<file path="config.mk">
export PLATFORM = sky130hd
export DESIGN_NAME = seq_fade_sequencer
export DESIGN_NICKNAME = d
export VERILOG_FILES = /design/src/rtl/seq_fade_pkg.sv /design/src/rtl/seq_fade_timebase.sv /design/src/rtl/seq_fade_lane.sv /design/src/rtl/seq_fade_sequencer.sv
export SDC_FILE = /design/constraint.sdc
export NUM_CORES = 2
export LEC_CHECK = 0
export ABC_AREA = 0
export BUFFER_PORTS_ARGS = -buffer_cell sky130_fd_sc_hd__buf_4
export CAP_MARGIN = 20
export CORE_UTILIZATION = 50
export DETAILED_ROUTE_END_ITERATION = 8
export PLACE_DENSITY = 0.65
export SLEW_MARGIN = 20
export SYNTH_ARGS = -nofsm -noshare
export SYNTH_HDL_FRONTEND = slang
export SYNTH_SLANG_ARGS = --single-unit
</file>
<file path="constraint.sdc">
create_clock -name clk -period 71.3 [get_ports clk]
set_clock_uncertainty 0.1 [all_clocks]
set_input_delay 3.565 -clock clk [delete_from_list [all_inputs] [get_ports clk]]
set_output_delay 3.565 -clock clk [all_outputs]
set_load 0.01 [all_outputs]
</file>
<file path="src/rtl/seq_fade_pkg.sv">
package seq_fade_pkg;
  localparam int DUTY_W    = 7;
  localparam int DUTY_FULL = (1 << DUTY_W) - 1;
  localparam int PH_LAST   = DUTY_FULL - 1;
  localparam int STEP_LAST = 176;
  localparam int IDX_W     = $clog2(STEP_LAST + 2);
  localparam int STEP_DEN  = STEP_LAST * 2 * STEP_LAST;

  typedef enum logic [1:0] {
    LANE_IDLE = 2'd0,
    LANE_WAIT = 2'd1,
    LANE_RAMP = 2'd2
  } lane_state_e;

  // Convex brightness curve: 0 at index 0, full scale at the last index.
  function automatic logic [DUTY_W-1:0] step_level(input logic [IDX_W-1:0] i);
    int n;
    n = DUTY_FULL * int'(i) * (int'(i) + STEP_LAST);
    return DUTY_W'(n / STEP_DEN);
  endfunction

  // First table index whose level reaches lvl (count of entries below it).
  function automatic logic [IDX_W-1:0] first_index(input logic [DUTY_W-1:0] lvl);
    int cnt;
    cnt = 0;
    for (int k = 0; k <= STEP_LAST; k++) begin
      if (step_level(IDX_W'(k)) < lvl) cnt++;
    end
    return IDX_W'(cnt);
  endfunction
endpackage

</file>
<file path="src/rtl/seq_fade_timebase.sv">
module seq_fade_timebase
  import seq_fade_pkg::*;
#(
  parameter int FREQ_W = 5
) (
  input  logic              clk,
  input  logic              rst_n,
  input  logic              run,
  input  logic [FREQ_W-1:0] freq_code,
  output logic              tick,
  output logic              wrap,
  output logic [DUTY_W-1:0] phase
);
  localparam int DIV_W = FREQ_W + 1;

  logic [DIV_W-1:0] div;
  logic [DIV_W-1:0] pcnt;

  assign div  = DIV_W'(2 ** FREQ_W) - DIV_W'(freq_code);
  assign tick = run && (pcnt == div - DIV_W'(1));
  assign wrap = tick && (phase == DUTY_W'(PH_LAST));

  always_ff @(posedge clk) begin
    if (!rst_n || !run) begin
      pcnt  <= '0;
      phase <= '0;
    end else if (tick) begin
      pcnt  <= '0;
      phase <= (phase == DUTY_W'(PH_LAST)) ? '0 : phase + DUTY_W'(1);
    end else begin
      pcnt <= pcnt + DIV_W'(1);
    end
  end

  AST_PHASE_RANGE: assert property (@(posedge clk) disable iff (!rst_n)
    phase <= DUTY_W'(PH_LAST));

  AST_PHASE_HOLD: assert property (@(posedge clk) disable iff (!rst_n)
    (run && !tick) |=> ($stable(phase) || phase == '0));
endmodule

</file>
<file path="src/rtl/seq_fade_lane.sv">
module seq_fade_lane
  import seq_fade_pkg::*;
#(
  parameter int CNT_W = 16,
  parameter int SEQ_W = 19
) (
  input  logic              clk,
  input  logic              rst_n,
  input  logic              run,
  input  logic              rise,
  input  logic              fall,
  input  logic [SEQ_W-1:0]  seq_cnt,
  input  logic [SEQ_W-1:0]  start_at,
  input  logic [IDX_W-1:0]  idx_lo,
  input  logic [IDX_W-1:0]  idx_hi,
  input  logic [CNT_W-1:0]  slew,
  input  logic [DUTY_W-1:0] duty_min,
  input  logic [DUTY_W-1:0] duty_max,
  input  logic              wrap,
  input  logic [DUTY_W-1:0] phase,
  output logic              pwm,
  output logic              ramping
);
  lane_state_e       st;
  logic [IDX_W-1:0]  idx;
  logic [CNT_W-1:0]  scnt;
  logic [DUTY_W-1:0] cmp;
  logic [DUTY_W-1:0] target;
  logic [CNT_W:0]    slew_eff;
  logic              step_due;

  assign slew_eff = (slew == '0) ? (CNT_W+1)'(1) : {1'b0, slew};
  assign step_due = ({1'b0, scnt} + (CNT_W+1)'(1)) >= slew_eff;

  always_comb begin
    if (st == LANE_RAMP)
      target = (idx >= idx_hi) ? duty_max : step_level(idx);
    else
      target = duty_min;
  end

  always_ff @(posedge clk) begin
    if (!rst_n || !run) begin
      st   <= LANE_IDLE;
      idx  <= '0;
      scnt <= '0;
      cmp  <= '0;
    end else begin
      if (wrap) cmp <= target;
      if (rise) begin
        st   <= LANE_WAIT;
        idx  <= '0;
        scnt <= '0;
      end else if (fall) begin
        st <= LANE_IDLE;
      end else if (st == LANE_WAIT && seq_cnt == start_at) begin
        st   <= LANE_RAMP;
        idx  <= idx_lo;
        scnt <= '0;
      end else if (st == LANE_RAMP && idx < idx_hi) begin
        if (step_due) begin
          idx  <= idx + IDX_W'(1);
          scnt <= '0;
        end else begin
          scnt <= scnt + CNT_W'(1);
        end
      end
    end
  end

  assign pwm     = phase < cmp;
  assign ramping = (st == LANE_RAMP);

  AST_CMP_AT_BOUNDARY: assert property (@(posedge clk) disable iff (!rst_n)
    !wrap |=> ($stable(cmp) || cmp == '0));

  AST_IDX_BOUND: assert property (@(posedge clk) disable iff (!rst_n)
    (st == LANE_RAMP) |-> (idx <= IDX_W'(STEP_LAST)));

  AST_IDX_STEP: assert property (@(posedge clk) disable iff (!rst_n)
    (st == LANE_RAMP && $past(st) == LANE_RAMP) |->
      (idx == $past(idx) || idx == $past(idx) + IDX_W'(1)));

  AST_FULL_HIGH: assert property (@(posedge clk) disable iff (!rst_n)
    (cmp == DUTY_W'(DUTY_FULL)) |-> pwm);
endmodule

</file>
<file path="src/rtl/seq_fade_sequencer.sv">
module seq_fade_sequencer
  import seq_fade_pkg::*;
#(
  parameter int N_CH   = 4,
  parameter int FREQ_W = 5,
  parameter int CNT_W  = 16
) (
  input  logic              clk,
  input  logic              rst_n,
  input  logic              trig_in,
  input  logic              sm_enable,
  input  logic              sm_start,
  input  logic [DUTY_W-1:0] cfg_duty_min,
  input  logic [DUTY_W-1:0] cfg_duty_max,
  input  logic [FREQ_W-1:0] cfg_freq,
  input  logic [CNT_W-1:0]  cfg_slew,
  input  logic [CNT_W-1:0]  cfg_delay_first,
  input  logic [CNT_W-1:0]  cfg_delay_step,
  output logic [N_CH-1:0]   pwm_out,
  output logic              trig_out
);
  localparam int SEQ_W = CNT_W + $clog2(N_CH) + 1;

  logic              run;
  logic              trig_q;
  logic              rise;
  logic              fall;
  logic [DUTY_W-1:0] sh_min;
  logic [DUTY_W-1:0] sh_max;
  logic [FREQ_W-1:0] sh_freq;
  logic [CNT_W-1:0]  sh_slew;
  logic [CNT_W-1:0]  sh_d0;
  logic [CNT_W-1:0]  sh_dstep;
  logic [SEQ_W-1:0]  seq_cnt;
  logic [IDX_W-1:0]  idx_lo;
  logic [IDX_W-1:0]  idx_hi;
  logic              tick;
  logic              wrap;
  logic [DUTY_W-1:0] phase;
  logic [N_CH-1:0]   ramping;

  assign run  = sm_enable && sm_start;
  assign rise = run && trig_in && !trig_q;
  assign fall = run && !trig_in && trig_q;

  // Shadow configuration: tracks inputs while stopped, frozen while running.
  always_ff @(posedge clk) begin
    if (!rst_n) begin
      sh_min   <= '0;
      sh_max   <= '0;
      sh_freq  <= '0;
      sh_slew  <= '0;
      sh_d0    <= '0;
      sh_dstep <= '0;
    end else if (!run) begin
      sh_min   <= cfg_duty_min;
      sh_max   <= cfg_duty_max;
      sh_freq  <= cfg_freq;
      sh_slew  <= cfg_slew;
      sh_d0    <= cfg_delay_first;
      sh_dstep <= cfg_delay_step;
    end
  end

  always_ff @(posedge clk) begin
    if (!rst_n || !run) begin
      trig_q  <= 1'b0;
      seq_cnt <= '0;
    end else begin
      trig_q <= trig_in;
      if (rise)
        seq_cnt <= '0;
      else if (seq_cnt != {SEQ_W{1'b1}})
        seq_cnt <= seq_cnt + SEQ_W'(1);
    end
  end

  always_comb begin
    idx_lo = first_index(sh_min);
    idx_hi = first_index(sh_max);
  end

  seq_fade_timebase #(.FREQ_W(FREQ_W)) u_timebase (
    .clk       (clk),
    .rst_n     (rst_n),
    .run       (run),
    .freq_code (sh_freq),
    .tick      (tick),
    .wrap      (wrap),
    .phase     (phase)
  );

  generate
    for (genvar c = 0; c < N_CH; c++) begin : g_lane
      logic [SEQ_W-1:0] start_at;
      assign start_at = SEQ_W'(sh_d0) + SEQ_W'(c) * SEQ_W'(sh_dstep);

      seq_fade_lane #(.CNT_W(CNT_W), .SEQ_W(SEQ_W)) u_lane (
        .clk      (clk),
        .rst_n    (rst_n),
        .run      (run),
        .rise     (rise),
        .fall     (fall),
        .seq_cnt  (seq_cnt),
        .start_at (start_at),
        .idx_lo   (idx_lo),
        .idx_hi   (idx_hi),
        .slew     (sh_slew),
        .duty_min (sh_min),
        .duty_max (sh_max),
        .wrap     (wrap),
        .phase    (phase),
        .pwm      (pwm_out[c]),
        .ramping  (ramping[c])
      );
    end
  endgenerate

  if (N_CH > 1) begin : g_cascade
    assign trig_out = ramping[1];
  end else begin : g_cascade_single
    assign trig_out = ramping[0];
  end

  AST_STOP_QUIET: assert property (@(posedge clk) disable iff (!rst_n)
    !run |=> (pwm_out == '0));

  AST_CHAIN_ORDER: assert property (@(posedge clk) disable iff (!rst_n)
    trig_out |-> ramping[0]);

  AST_FALL_CLEARS_OUT: assert property (@(posedge clk) disable iff (!rst_n)
    (run && fall) |=> !trig_out);
endmodule

</file>
==> results.py <==
metrics = {
    "layout": {
        "fin_cells": 15200,
        "diodes": 0,
        "drive_gt1_frac": 0.0495,
        "fin_nets": 14100,
        "area_growth_pct": 4.57,
        "stdcell_area_um2": 97700,
    },
    "sta": {
        "grt_setup_unrepaired": "no",
        "worst_pin_slew_ns": 1.18,
        "fmax_mhz": 15.3,
        "fin_crit_sh": 0.915,
        "setup_viol": 0,
        "report.final.hold_viol_count": 0,
        "slew-limit-headroom": 0.211,
        "final-max-slew-violation-count": 0,
        "tns_ns": 0,
        "period_needed_ns": 65.21,
    },
    "global_route": {
        "grt-ovfl-total": 0,
        "grt_max_degree": 66,
        "grt_pass1_wl_um": 455000,
        "antenna_found_initial": 3,
        "grt_util_all_layers": 0.291,
        "grt_pass1_vias": 87100,
    },
    "clock_tree": {
        "h-tree-depth": 1,
        "numCtsBuffers": 29,
        "cts.hold.buffers_added": 0,
        "post_cts_buffers": 0,
        "clk_pin_slew_worst_paths_ns": 0.07,
        "root_buffer": "clkbuf_16",
        "clock_path_buffers": 3,
        "cts_tree": "yes",
        "cts_sinks": 232,
        "clk_latency_ns": 0.62,
        "cts_resized": 0,
    },
    "detailed_routing": {
        "drt_iter0_drc": 6418,
        "route.met2.wl_um": 131000,
        "vias_per_cell": 5.95,
        "highest_layer": "met5",
        "ant_nets": 0,
        "wl_per_cell_um": 18.5,
        "drt_pass1_iterations": 6,
        "routed-via-count": 90300,
        "routed_wl_um": 281000,
        "drc": 0,
        "met1_length_um": 126000,
        "wl_met3_um": 13600,
    },
    "yosys": {
        "synthMostInstantiatedCell": "nand2_1",
        "synth_ff_type": "dfxtp_1",
        "yosysWarnings": 0,
        "syn_nets": 14300,
        "syn_area_um2": 93400,
        "synth-edff-count": 0,
        "postSynthAreaPerCell_um2": 7.28,
        "synth_top_area_frac": 0.118,
        "synth_common_cells": "nand2_1, nor2_1, xnor2_1, inv_1, ha_1",
        "yosysTopAreaCell": "ha_1",
        "syn_inst": 12800,
        "async_reset_ff_frac": 0,
        "seq_area_frac_synth": 0.0497,
        "synth_seq_cells": 232,
        "synth_area_leaders": "ha_1, xnor2_1, fa_1",
        "synth_cell_types": 123,
    },
    "floorplanning": {
        "dieArea_um2": 189000,
        "ios": 77,
        "initial_utilization": 0.504,
        "die_w_um": 434,
        "coreArea_um2": 185000,
        "die_h_um": 434,
        "floorplan.rows": 158,
    },
    "place": {
        "portBuffers": 76,
        "hpwl_um": 228000,
        "postPlaceCellArea_um2": 96600,
        "place_inst": 15100,
        "place_congestion": 0.943,
    },
    "job": {
        "cap_violations": 0,
    },
    "critical_path": {
        "max_stage_delay_ns": 0.78,
        "cp.arrival_ns": 65.59,
        "critical_path_class": "register to register",
        "crit_path_frequent_cell": "ha_1",
        "crit_fanout": 47,
        "setup.worst_path.end_class": "register",
        "cpMaxStageDelayCell": "nor4_4",
        "cp_data_required_time_ns": 71.68,
        "start_kind": "register",
    },
    "worst_hold_path": {
        "hp-class": "register to register",
    },
    "run_status": {
        "status": "completed",
    },
}
[worst paths after layout]
path	startpoint	end	slack [ns]	cells past startpoint
worst max register to register	sh_min[5]	g_lane[2].u_lane.idx[7]	6.09	310
worst max-delay path	sh_min[5]	g_lane[2].u_lane.idx[7]	6.09	310
worst min-delay path	g_lane[1].u_lane.cmp[6]	g_lane[1].u_lane.cmp[6]	0.36	2
worst min register to register	g_lane[1].u_lane.cmp[6]	g_lane[1].u_lane.cmp[6]	0.36	2
[per-stage QoR]
stage / utilization / setup slack (ns) / hold slack, ns
final: 0.527 / 6.09 / 0.358
after detailed placement: 0.521 / 7.24 / 0.347
after floorplan: - / 14.12 / 0.336
after global routing: 0.527 / 1.35 / 0.383
after global placement: 0.521 / 9.18 / 0.344
after CTS: 0.527 / 6.94 / 0.356
[final cells by class]
cell class | instances | area (um^2)
multi-input combinational | 11200 | 83700
clock inverter | 15 | 211
sequential | 232 | 4660
clock buffer | 39 | 823
tap | 2480 | 3100
inverter | 983 | 3690
fill | 18100 | 87700
timing repair buffer | 204 | 1540
[registers in the layout, indices dropped and copies added, names as in the netlist]
name / flops
sh_min: 7
sh_d0: 16
g_lane.u_lane.idx: 32
seq_cnt: 19
u_timebase.pcnt: 6
sh_freq: 5
g_lane.u_lane.scnt: 64
sh_dstep: 16
trig_q: 1
g_lane.u_lane.st: 8
g_lane.u_lane.cmp: 28
sh_slew: 16
sh_max: 7
u_timebase.phase: 7
[metal layers]
metal	global-route usage	up-vias
met4	0.110	2
met5	0	-
met3	0.0189	487
met1	0.384	43200
met2	0.494	2443
li1	-	44100
[worst max-delay path: cells and delay by family, from the launching register on]
kind | cells | cell delay, ns
XOR/XNOR | 20 | 4.20
multiplexers | 18 | 4.61
adder cells (fa/ha/maj) | 84 | 27.09
flip-flops | 1 | 0.41
AO/OA/AOI/OAI | 77 | 15.05
buffers and inverters | 25 | 2.58
AND/OR/NAND/NOR | 86 | 10.91
[cells in the final DEF (no fill, tap or decap), drive strengths merged, types with 75 or more instances in the layout]
| master | n |
|---|---|
| xnor2 | 1174 |
| o21a | 90 |
| or2 | 110 |
| buf | 204 |
| o211ai | 104 |
| dfxtp | 232 |
| mux2i | 135 |
| a21boi | 145 |
| o21ai | 646 |
| inv | 982 |
| and2 | 177 |
| xnor3 | 92 |
| nor2 | 1422 |
| nor2b | 196 |
| or3 | 90 |
| a21oi | 694 |
| nand3 | 377 |
| ha | 884 |
| a31oi | 125 |
| maj3 | 75 |
| a21o | 179 |
| and3 | 173 |
| nand2b | 151 |
| nor3 | 254 |
| nand2 | 1487 |
| xor2 | 622 |
| a211oi | 133 |
| fa | 470 |
| nand4 | 130 |
| nor4 | 96 |
[kinds of logic (layout without fill, tap and decap cells)]
group                      count (synthesis)  after routing  share of synthesized area
buffers and inverters                   1373           1241                     0.0560
AOI/OAI and AO/OA                       2788           2788                      0.193
adders and majority gates               1429           1429                      0.227
muxes                                    203            203                     0.0228
and+or+nand+nor                         4897           4897                      0.247
DFF                                      232            232                     0.0497
xor gates and xnor gates                1912           1912                      0.204
Power is not shown: default switching activity piles up to over one toggle a cycle in this logic, so the estimate is an artifact.
